===== config.mk =====
export PLATFORM = sky130hd
export DESIGN_NAME = dpm_ctrl
export DESIGN_NICKNAME = d
export VERILOG_FILES = /design/src/rtl/dpm_pkg.sv /design/src/rtl/dpm_row_track.sv /design/src/rtl/dpm_addr_mux.sv /design/src/rtl/dpm_seq.sv /design/src/rtl/dpm_ctrl.sv
export SDC_FILE = /design/constraint.sdc
export NUM_CORES = 1
export LEC_CHECK = 0
export ABC_AREA = 1
export ABC_CLOCK_PERIOD_IN_PS = 2100
export BUFFER_PORTS_ARGS = -buffer_cell sky130_fd_sc_hd__buf_2
export CORE_MARGIN = 1
export CORE_UTILIZATION = 50
export CTS_CLUSTER_SIZE = 12
export DETAILED_ROUTE_END_ITERATION = 7
export HOLD_SLACK_MARGIN = 0.08
export PLACE_DENSITY = 0.77
export SLEW_MARGIN = 25
export SYNTH_ARGS = -nofsm -noshare
export SYNTH_HDL_FRONTEND = slang
export SYNTH_SLANG_ARGS = --single-unit

===== constraint.sdc =====
create_clock -name clk -period 2.1 [get_ports clk]
set_input_delay 0.525 -clock clk [delete_from_list [all_inputs] [get_ports clk]]
set_output_delay 0.525 -clock clk [all_outputs]
set_load 0.01 [all_outputs]

===== src/rtl/dpm_pkg.sv =====
package dpm_pkg;

    // Sequencer phases; encoding 0 must be the idle phase (reset value).
    typedef enum logic [2:0] {
        ST_IDLE = 3'd0,   // waiting; row strobe low only if a page is open
        ST_PRE  = 3'd1,   // row strobe high: precharge / row address setup
        ST_RAS  = 3'd2,   // row strobe falls, row address held
        ST_CSET = 3'd3,   // column address setup, column strobe high
        ST_CAS  = 3'd4    // column strobe low, data settling / write pulse
    } dpm_state_e;

    // Strobe bundle decoded from the sequencer phase.
    typedef struct packed {
        logic ras_n;
        logic cas_n;
        logic we_n;
        logic dq_oe;
        logic sel_col;
    } dpm_strobe_t;

endpackage


===== src/rtl/dpm_row_track.sv =====
// Remembers which row is open in the device and compares a candidate row.
module dpm_row_track #(
    parameter int ROW_W = 12
) (
    input  logic             clk,
    input  logic             rst_n,
    input  logic             open_set,
    input  logic             open_clr,
    input  logic [ROW_W-1:0] set_row,
    input  logic [ROW_W-1:0] cmp_row,
    output logic             row_open,
    output logic             row_hit
);

    typedef struct packed {
        logic             open;
        logic [ROW_W-1:0] row;
    } track_t;

    track_t trk_d, trk_q;

    always_comb begin
        trk_d = trk_q;
        if (open_clr) begin
            trk_d.open = 1'b0;
        end
        if (open_set) begin
            trk_d.open = 1'b1;
            trk_d.row  = set_row;
        end
    end

    always_ff @(posedge clk or negedge rst_n) begin
        if (!rst_n) begin
            trk_q <= '0;
        end else begin
            trk_q <= trk_d;
        end
    end

    assign row_open = trk_q.open;
    assign row_hit  = (trk_q.row == cmp_row);

endmodule


===== src/rtl/dpm_addr_mux.sv =====
// Drives the shared address pins: row half or burst-adjusted column half.
module dpm_addr_mux #(
    parameter int ROW_W     = 12,
    parameter int COL_W     = 12,
    parameter int BURST_LEN = 4
) (
    input  logic [ROW_W-1:0]                                     row,
    input  logic [COL_W-1:0]                                     col_base,
    input  logic [((BURST_LEN > 1) ? $clog2(BURST_LEN) : 1)-1:0] beat,
    input  logic                                                 sel_col,
    output logic [((ROW_W > COL_W) ? ROW_W : COL_W)-1:0]         addr
);

    localparam int MUX_W = (ROW_W > COL_W) ? ROW_W : COL_W;
    localparam int IDX_W = (BURST_LEN > 1) ? $clog2(BURST_LEN) : 1;

    logic [MUX_W-1:0] row_ext;
    logic [MUX_W-1:0] col_ext;
    logic [COL_W-1:0] col_eff;
    logic [IDX_W-1:0] col_low;

    // Only the low column bits advance, so a burst wraps inside its group
    // and never leaves the open row.
    assign col_low = col_base[IDX_W-1:0] + beat;
    assign col_eff = {col_base[COL_W-1:IDX_W], col_low};

    generate
        if (ROW_W == MUX_W) begin : g_row_full
            assign row_ext = row;
        end else begin : g_row_pad
            assign row_ext = {{(MUX_W-ROW_W){1'b0}}, row};
        end
        if (COL_W == MUX_W) begin : g_col_full
            assign col_ext = col_eff;
        end else begin : g_col_pad
            assign col_ext = {{(MUX_W-COL_W){1'b0}}, col_eff};
        end
    endgenerate

    assign addr = sel_col ? col_ext : row_ext;

endmodule


===== src/rtl/dpm_seq.sv =====
// Phase sequencer: accepts host requests, steps the strobe phases, counts
// precharge and column-strobe cycles, captures read data.
module dpm_seq #(
    parameter int ROW_W      = 12,
    parameter int COL_W      = 12,
    parameter int DATA_W     = 16,
    parameter int BURST_LEN  = 4,
    parameter int PRE_CYCLES = 2,
    parameter int CAS_CYCLES = 2
) (
    input  logic                                                 clk,
    input  logic                                                 rst_n,
    input  logic                                                 req_valid,
    input  logic                                                 req_write,
    input  logic                                                 req_burst,
    input  logic [ROW_W-1:0]                                     req_row,
    input  logic [COL_W-1:0]                                     req_col,
    input  logic [DATA_W-1:0]                                    req_wdata,
    input  logic                                                 row_open,
    input  logic                                                 row_hit,
    output logic                                                 open_set,
    output logic                                                 open_clr,
    output dpm_pkg::dpm_strobe_t                                 strb,
    output logic [ROW_W-1:0]                                     cur_row,
    output logic [COL_W-1:0]                                     cur_col,
    output logic [((BURST_LEN > 1) ? $clog2(BURST_LEN) : 1)-1:0] cur_beat,
    output logic [DATA_W-1:0]                                    wdata,
    input  logic [DATA_W-1:0]                                    dq_in,
    output logic                                                 ready,
    output logic                                                 rvalid,
    output logic [DATA_W-1:0]                                    rdata
);

    import dpm_pkg::*;

    localparam int IDX_W   = (BURST_LEN > 1) ? $clog2(BURST_LEN) : 1;
    localparam int CNT_MAX = (PRE_CYCLES > CAS_CYCLES) ? PRE_CYCLES : CAS_CYCLES;
    localparam int CNT_W   = $clog2(CNT_MAX + 1);
    localparam logic [IDX_W-1:0] LAST_BEAT = IDX_W'(BURST_LEN - 1);

    typedef struct packed {
        dpm_state_e         st;
        logic [CNT_W-1:0]   cnt;
        logic [IDX_W-1:0]   beat;
        logic [ROW_W-1:0]   row;
        logic [COL_W-1:0]   col;
        logic               wr;
        logic               burst;
        logic [DATA_W-1:0]  wdata;
        logic               ready;
        logic               rvalid;
        logic [DATA_W-1:0]  rdata;
    } seq_t;

    seq_t seq_d, seq_q;

    always_comb begin
        seq_d        = seq_q;
        seq_d.ready  = 1'b0;
        seq_d.rvalid = 1'b0;
        open_set     = 1'b0;
        open_clr     = 1'b0;

        unique case (seq_q.st)
            ST_IDLE: begin
                // The final ready pulse is still on the port while idle;
                // the host's request is taken only after that cycle.
                if (req_valid && !seq_q.ready) begin
                    seq_d.row   = req_row;
                    seq_d.col   = req_col;
                    seq_d.wr    = req_write;
                    seq_d.burst = req_burst && !req_write;
                    seq_d.wdata = req_wdata;
                    seq_d.beat  = '0;
                    if (row_open && row_hit) begin
                        seq_d.st = ST_CSET;
                    end else begin
                        seq_d.st = ST_PRE;
                        open_clr = 1'b1;
                        // From an open page the full precharge is paid;
                        // from a closed page one setup cycle suffices.
                        seq_d.cnt = row_open ? CNT_W'(PRE_CYCLES - 1) : '0;
                    end
                end
            end
            ST_PRE: begin
                if (seq_q.cnt == '0) begin
                    seq_d.st = ST_RAS;
                end else begin
                    seq_d.cnt = seq_q.cnt - 1'b1;
                end
            end
            ST_RAS: begin
                seq_d.st = ST_CSET;
                open_set = 1'b1;
            end
            ST_CSET: begin
                seq_d.st  = ST_CAS;
                seq_d.cnt = CNT_W'(CAS_CYCLES - 1);
            end
            ST_CAS: begin
                if (seq_q.cnt != '0) begin
                    seq_d.cnt = seq_q.cnt - 1'b1;
                end else begin
                    seq_d.ready = 1'b1;
                    if (!seq_q.wr) begin
                        seq_d.rvalid = 1'b1;
                        seq_d.rdata  = dq_in;
                    end
                    if (seq_q.burst && (seq_q.beat != LAST_BEAT)) begin
                        seq_d.beat = seq_q.beat + 1'b1;
                        seq_d.st   = ST_CSET;
                    end else begin
                        seq_d.st = ST_IDLE;
                    end
                end
            end
            default: begin
                seq_d.st = ST_IDLE;
            end
        endcase
    end

    always_ff @(posedge clk or negedge rst_n) begin
        if (!rst_n) begin
            seq_q <= '0;
        end else begin
            seq_q <= seq_d;
        end
    end

    // Strobe decode from the registered phase.
    logic in_col;
    assign in_col = (seq_q.st == ST_CSET) || (seq_q.st == ST_CAS);

    always_comb begin
        strb.ras_n   = !((seq_q.st == ST_RAS) || in_col ||
                         ((seq_q.st == ST_IDLE) && row_open));
        strb.cas_n   = (seq_q.st != ST_CAS);
        strb.we_n    = !(seq_q.wr && in_col);
        strb.dq_oe   = seq_q.wr && in_col;
        strb.sel_col = in_col;
    end

    assign cur_row  = seq_q.row;
    assign cur_col  = seq_q.col;
    assign cur_beat = seq_q.beat;
    assign wdata    = seq_q.wdata;
    assign ready    = seq_q.ready;
    assign rvalid   = seq_q.rvalid;
    assign rdata    = seq_q.rdata;

endmodule


===== src/rtl/dpm_ctrl.sv =====
module dpm_ctrl #(
    parameter int ROW_W      = 12,
    parameter int COL_W      = 12,
    parameter int DATA_W     = 16,
    parameter int BURST_LEN  = 4,
    parameter int PRE_CYCLES = 2,
    parameter int CAS_CYCLES = 2
) (
    input  logic                                         clk,
    input  logic                                         rst_n,
    input  logic                                         req_valid,
    input  logic                                         req_write,
    input  logic                                         req_burst,
    input  logic [ROW_W+COL_W-1:0]                       req_addr,
    input  logic [DATA_W-1:0]                            req_wdata,
    output logic                                         req_ready,
    output logic                                         rsp_valid,
    output logic [DATA_W-1:0]                            rsp_data,
    output logic [((ROW_W > COL_W) ? ROW_W : COL_W)-1:0] dram_addr,
    output logic                                         dram_ras_n,
    output logic                                         dram_cas_n,
    output logic                                         dram_we_n,
    output logic [DATA_W-1:0]                            dram_dq_out,
    output logic                                         dram_dq_oe,
    input  logic [DATA_W-1:0]                            dram_dq_in
);

    localparam int ADDR_W = ROW_W + COL_W;
    localparam int IDX_W  = (BURST_LEN > 1) ? $clog2(BURST_LEN) : 1;

    logic [ROW_W-1:0]     in_row;
    logic [COL_W-1:0]     in_col;
    logic                 row_open;
    logic                 row_hit;
    logic                 open_set;
    logic                 open_clr;
    dpm_pkg::dpm_strobe_t strb;
    logic [ROW_W-1:0]     cur_row;
    logic [COL_W-1:0]     cur_col;
    logic [IDX_W-1:0]     cur_beat;

    assign in_row = req_addr[ADDR_W-1:COL_W];
    assign in_col = req_addr[COL_W-1:0];

    dpm_row_track #(
        .ROW_W (ROW_W)
    ) u_track (
        .clk      (clk),
        .rst_n    (rst_n),
        .open_set (open_set),
        .open_clr (open_clr),
        .set_row  (cur_row),
        .cmp_row  (in_row),
        .row_open (row_open),
        .row_hit  (row_hit)
    );

    dpm_seq #(
        .ROW_W      (ROW_W),
        .COL_W      (COL_W),
        .DATA_W     (DATA_W),
        .BURST_LEN  (BURST_LEN),
        .PRE_CYCLES (PRE_CYCLES),
        .CAS_CYCLES (CAS_CYCLES)
    ) u_seq (
        .clk       (clk),
        .rst_n     (rst_n),
        .req_valid (req_valid),
        .req_write (req_write),
        .req_burst (req_burst),
        .req_row   (in_row),
        .req_col   (in_col),
        .req_wdata (req_wdata),
        .row_open  (row_open),
        .row_hit   (row_hit),
        .open_set  (open_set),
        .open_clr  (open_clr),
        .strb      (strb),
        .cur_row   (cur_row),
        .cur_col   (cur_col),
        .cur_beat  (cur_beat),
        .wdata     (dram_dq_out),
        .dq_in     (dram_dq_in),
        .ready     (req_ready),
        .rvalid    (rsp_valid),
        .rdata     (rsp_data)
    );

    dpm_addr_mux #(
        .ROW_W     (ROW_W),
        .COL_W     (COL_W),
        .BURST_LEN (BURST_LEN)
    ) u_amux (
        .row      (cur_row),
        .col_base (cur_col),
        .beat     (cur_beat),
        .sel_col  (strb.sel_col),
        .addr     (dram_addr)
    );

    assign dram_ras_n = strb.ras_n;
    assign dram_cas_n = strb.cas_n;
    assign dram_we_n  = strb.we_n;
    assign dram_dq_oe = strb.dq_oe;

endmodule


==> flow_summary.json, run 1 <==
{
  "outcome": "finished, violations left",
  "failed_checks": "negative setup slack",
  "path_delay_family": "buffers and inverters",
  "clock_skew_ps": 9.79,
  "drive_gt1_share_pct": 31.5,
  "overflow": 0,
  "drtIter0Drc": 180,
  "numCtsBuffers": 9,
  "finalNetCount": 628,
  "end_kind": "output port",
  "die_area_um2": 7990,
  "grt_pass1_wl_um": 12900,
  "synthToLayoutAreaGrowth_pct": 21.8,
  "crit_fanout": 6,
  "clock-sinks": 80,
  "p_comb_share_pct": 44.9,
  "leakagePower_nw": 2.55,
  "worstPathArrival_ps": 1750,
  "finalWorstSetupSlack_ps": -177,
  "path_buf_inv": 5,
  "finalHoldViolations": 0,
  "async_reset_ff_share_pct": 100,
  "slew_headroom_pct": 65.5,
  "clk_latency_ps": 350,
  "start_util_pct": 52.1,
  "post-route-util_pct": 63.4,
  "start_kind": "flip-flop",
  "seqPwrFrac_pct": 37.9,
  "tightest_slew_ps": 516,
  "numPortBuffers": 110,
  "timing.rr.start": "u_seq.seq_q[64]$_DFFE_PN0P_",
  "syn_nets": 535,
  "drt_wl_total_um": 8220,
  "placed_area_um2": 4220,
  "grt_max_degree": 47,
  "power_mw": 6.94,
  "hp-class": "in -> async",
  "timing.setup.tns_ps": -2230,
  "synthCells": 471,
  "synth-seq-area-share_pct": 52.4,
  "routabilityCongestion": 0.824,
  "ys_ff_latch": 80,
  "synthFlopType": "dfrtp_1",
  "timing.hold.ws_ps": 122,
  "fmax_ghz": 0.439,
  "reg2reg_depth": 8,
  "vias": 3136,
  "crit_type": "reg -> out",
  "fp.dieH_um": 89.4,
  "rsz0062_at_grt": "true",
  "drc_errors": 0,
  "power.density_nw_per_um2": 1490,
  "num_rows": 31,
  "fin_crit_ps": 2280,
  "grt_pass1_vias": 2844,
  "crit_top_cell": "nor2_4",
  "cts_buffer_depth": 2,
  "root_buffer": "clkbuf_8",
  "ctsHoldBuffers": 0,
  "maxSlewViolCount": 0,
  "via_per_inst": 4.69,
  "cap_viol_max_count": 0,
  "htree_levels": 3,
  "synth_edf_count": 0,
  "wl_per_cell_um": 12.3,
  "r2r_end": "u_seq.seq_q[34]$_DFFE_PN0P_",
  "worstPathCellList": "inv_2 > nor2_4 > inv_2 > nor2_4 > nor2_4 > clkinvlp_4 > buf_6 > o21ai_2 > buf_2",
  "p_int_mw": 4.11,
  "fin_crit_sh_pct": 108,
  "antenna_left": 0,
  "p_sw_share_pct": 40.8,
  "ir_drop_mv": 0.802,
  "core-area_um2": 7330,
  "firstDrtPassIters": 4,
  "critPathRequiredTime_ps": 1570,
  "dpl.hpwl_um": 5520,
  "grt_util_all_layers_pct": 21.4,
  "clkTransAtPathRegs_ps": 90,
  "setup_violations": 15,
  "cts_tree": "yes",
  "switching_power_mw": 2.83,
  "critPathSlowestCell": "dfrtp_1",
  "p_clk_share_pct": 17.2,
  "die_w_um": 89.4,
  "io_pins": 111,
  "ys.warnings.count": 0,
  "avgSynthCellArea_um2": 8.10,
  "synth.distinct_cells": 25,
  "fin_area_um2": 4650,
  "slowest_delay_ps": 420,
  "netlist_area_um2": 3820,
  "antenna_found_initial": 0,
  "num_antenna_cells": 0,
  "reg2reg_slack_ps": 370
}
sequential cells by signal, indices dropped and copies added, names as in the netlist:
name	cells
u_seq.rdata	16
u_seq.wdata	16
u_seq.cur_col	12
u_seq.cur_row	12
u_track.trk_q	12
u_seq.seq_q	7
u_seq.cur_beat	2
u_seq.ready	1
u_seq.rvalid	1
u_track.row_open	1
cells in the mapped netlist (2+ instances only):
master    instances  area share, %
buf_4            39            7.7
o21ai_1          23            3.0
nand3_1           6           0.79
nor2_1           22            2.2
nor2_2            4           0.66
nand2_1         202             20
buf_2             3           0.39
inv_2             5           0.49
dfrtp_1          80             52
o21ai_0          18            2.4
ha_1              3           0.98
o22ai_1           4           0.66
clkbuf_1          4           0.39
nor2_4            2           0.59
a21oi_1           4           0.52
inv_1            39            3.8
xnor2_1           5            1.1
power by group through the flow:
| stage | Clock [mW] | Sequential, mW | Combinational, mW |
|---|---|---|---|
| floorplan | 0 | 2.56 | 2.24 |
| global placement | 0 | 2.63 | 2.64 |
| detailed placement | 0 | 2.65 | 2.72 |
| CTS | 1.22 | 2.63 | 2.98 |
| global route | 1.29 | 2.72 | 3.54 |
| finish | 1.19 | 2.63 | 3.12 |
metrics by stage:
stage	setup WS, ps	cells
finish	-177	668
global route	-256	668
CTS	-190	662
detailed placement	94.3	637
global placement	193	637
floorplan	377	471
worst reg2reg max path, stage by stage (launching register included):
cell and delay (ps):
dfrtp_1 420, nor2_4 150, buf_4 120, nand2_1 140, nor2_4 210, inv_2 240, nor2_1 230, nand2_1 70
o21ai_1 80
routing by layer:
metal	share of wire (%)	track usage (%)
met1	45	28.9
met5	0	0
met3	6.0	4.80
met2	48	34.8
met4	0.91	6.06
cells by family after synthesis:
kind of cell,after synthesis,share of synthesized area [%]
AND/OR/NAND/NOR,241,25.4
buffers and inverters,91,13.1
flip-flops,80,52.4
AO/OA/AOI/OAI,50,6.75
XOR/XNOR,6,1.38
adder cells (fa/ha/maj),3,0.983
how the worst max path moves through the flow:
stage	depth (start not counted)	slack, ps	to	start
CTS	9	-190	dram_addr[7]	u_seq.seq_q[64]$_DFFE_PN0P_
finish	9	-180	dram_addr[3]	u_seq.seq_q[64]$_DFFE_PN0P_
detailed placement	9	90	dram_addr[2]	u_seq.seq_q[64]$_DFFE_PN0P_
global placement	8	190	dram_addr[8]	u_seq.seq_q[66]$_DFFE_PN0P_
floorplan	8	380	dram_addr[0]	u_seq.seq_q[64]$_DFFE_PN0P_
global route	9	-260	dram_addr[0]	u_seq.seq_q[64]$_DFFE_PN0P_
cells in the final DEF (no fill, tap or decap):
cell,instances
a21oi_1,4
buf_12,2
buf_2,107
buf_4,13
buf_6,6
bufinv_16,1
clkbuf_8,10
clkinvlp_4,2
dfrtp_1,79
dfrtp_2,1
ha_1,3
inv_1,35
inv_2,8
inv_6,5
nand2_1,202
nand2_4,1
nand3_1,6
nand4_1,1
nor2_1,19
nor2_2,2
nor2_4,7
nor2_8,1
o21ai_0,17
o21ai_1,12
o21ai_2,12
o22ai_1,4
o31ai_1,1
or2_1,1
or2_2,1
xnor2_1,5
xor2_1,1
cell type report:
class / instances / area (µm²)
fill: 642 / 2680
timing repair buffer: 128 / 741
clock inverter: 6 / 72.6
clock buffer: 10 / 138
sequential: 80 / 2000
inverter: 44 / 170
multi-input combinational: 300 / 1390
tap: 99 / 124
timing repair inverter: 1 / 7.51
repair_timing:
action / CTS / global route
setup endpoints to repair: 15 / 15
gates resized for setup: 22 / 12
gates cloned: 2 / 0
pin swaps: 3 / 5
buffers inserted: 7 / 6
(Power assumes the default switching activity.)
==> run 2, diff against run 1 <==
RECOVER_POWER = 50   (was default)
REMOVE_ABC_BUFFERS = 1   (was default)
SETUP_SLACK_MARGIN = 0.4   (was default)
==> run 2 against run 1 <==
  * The run still ends with negative setup slack left
  * Clock power increased by 5%
  * Hold slack improved by 190 ps
  * Die area unchanged
  * Critical path depth is the same
  * Sequential cell count unchanged
  * Core utilization is 0.068 points higher
  * Power grew 0.80%
  * Setup slack gained 86 ps
  * Critical endpoint is now dram_addr[9]
  * Largest cell class unchanged
==> flow_summary.json, run 2 (synthesis results as in run 1) <==
{
  "crit_type": "reg -> out",
  "failed_checks": "negative setup slack",
  "core-area_um2": 7330,
  "cap_viol_max_count": 0,
  "start_kind": "flip-flop",
  "r2r_end": "u_seq.seq_q[65]$_DFFE_PN0P_",
  "end_kind": "output port",
  "cts_tree": "yes",
  "num_antenna_cells": 0,
  "antenna_found_initial": 0,
  "slew_headroom_pct": 37.6,
  "crit_fanout": 11,
  "firstDrtPassIters": 4,
  "timing.rr.start": "u_seq.seq_q[64]$_DFFE_PN0P_",
  "root_buffer": "clkbuf_8",
  "overflow": 0,
  "finalHoldViolations": 0,
  "cp-startpoint": "u_seq.seq_q[64]$_DFFE_PN0P_",
  "num_rows": 31,
  "layout_common_cells": "200 x nand2_1, 107 x buf_2, 79 x dfrtp_1",
  "dpl.cell_count": 638,
  "clk_latency_ps": 340,
  "fin_crit_sh_pct": 104,
  "outcome": "finished, violations left",
  "dpl.hpwl_um": 5540,
  "clock_skew_ps": 9.95,
  "vias": 3165,
  "maxSlewViolCount": 0,
  "fin_crit_ps": 2190,
  "leakagePower_nw": 2.57,
  "stdcell_count": 669,
  "reg2reg_depth": 8,
  "io_pins": 111,
  "setup_violations": 11,
  "grt_max_degree": 44,
  "critPathRequiredTime_ps": 1570,
  "ir_drop_mv": 0.784,
  "finalWorstSetupSlack_ps": -91.0,
  "fmax_ghz": 0.456,
  "finalNetCount": 629,
  "start_util_pct": 52.1,
  "wl_per_cell_um": 12.7,
  "grt_pass1_wl_um": 12700,
  "htree_levels": 3,
  "clkTransAtPathRegs_ps": 90,
  "synthToLayoutAreaGrowth_pct": 21.9,
  "fp.dieH_um": 89.4,
  "via_per_inst": 4.73,
  "die_area_um2": 7990,
  "layout_commonest_cell": "nand2_1",
  "drt_wl_total_um": 8520,
  "grt_pass1_vias": 2875,
  "reg2reg_slack_ps": 390,
  "tightest_slew_ps": 936,
  "placed_area_um2": 4230,
  "fin_area_um2": 4650,
  "die_w_um": 89.4,
  "drc_errors": 0,
  "power.density_nw_per_um2": 1500,
  "rsz0062_at_grt": "true",
  "grt_util_all_layers_pct": 21.1,
  "hp-class": "in -> async",
  "routabilityCongestion": 0.935,
  "antenna_left": 0,
  "numPortBuffers": 110,
  "numCtsBuffers": 9,
  "drive_gt1_share_pct": 30.7,
  "clock-sinks": 80,
  "worstPathArrival_ps": 1670,
  "cts_buffer_depth": 2,
  "drtIter0Drc": 157
}
-- run 2: worst max path at each step --
| stage | to | slack [ps] | cells after the start |
|---|---|---|---|
| floorplan | u_seq.seq_q[34]$_DFFE_PN0P_ | -610 | 8 |
| detailed placement | dram_addr[0] | 220 | 9 |
| finish | dram_addr[9] | -90 | 9 |
| CTS | dram_addr[0] | -50 | 9 |
| global placement | dram_addr[0] | 280 | 9 |
| global route | dram_addr[0] | -180 | 9 |
-- run 2: report_power, final --
| group | switching, mW | leakage [nW] | internal, mW | total [mW] |
|---|---|---|---|---|
| clock | 0.555 | 0.112 | 0.696 | 1.25 |
| combinational | 1.84 | 1.48 | 1.28 | 3.12 |
| sequential | 0.392 | 0.975 | 2.24 | 2.63 |
-- run 2: critical path: stages (launching register included) --
cell and delay [ps]:
dfrtp_1 430, inv_2 100, nor2_4 40, inv_2 70, nor2_4 40, nor2_4 150
inv_4 70, clkbuf_16 170, o21ai_1 110, buf_2 140
-- run 2: final cells by class --
type                            instances  area [µm²]
Sequential cell                        80        2000
Tap cell                               99         124
Clock inverter                          6        82.6
Timing Repair Buffer                  130         759
Multi-Input combinational cell        300        1380
Fill cell                             651        2680
Clock buffer                           10         138
Inverter                               44         173
-- run 2: per-stage QoR --
stage	util [%]	setup TNS [ps]	total power [mW]	worst slack (ps)	hold slack, ps
2_1_floorplan	-	-16820	4.30	-612	229
3_3_place_gp	57.7	0	5.26	282	449
3_5_place_dp	57.7	0	5.37	217	453
4_1_cts	62.2	-449	6.81	-47.2	155
5_1_grt	63.5	-2110	7.54	-181	372
6_report	63.5	-888	7.00	-91.0	309
-- run 2: timing repair --
item,in CTS,in global routing
resized for setup,14,15
setup buffers,9,5
setup endpoints to repair,15,42
pin swaps,4,3
hold buffers,0,0
gates cloned,0,1
-- run 2: routing by layer --
metal  global-route usage (%)  part of all wire, %  up-vias
li1                         -                    -     1586
met2                     34.0                   51       92
met3                     4.06                  4.4       11
met5                        0                    0        -
met4                     9.96                  1.4        0
met1                     27.5                   44     1476
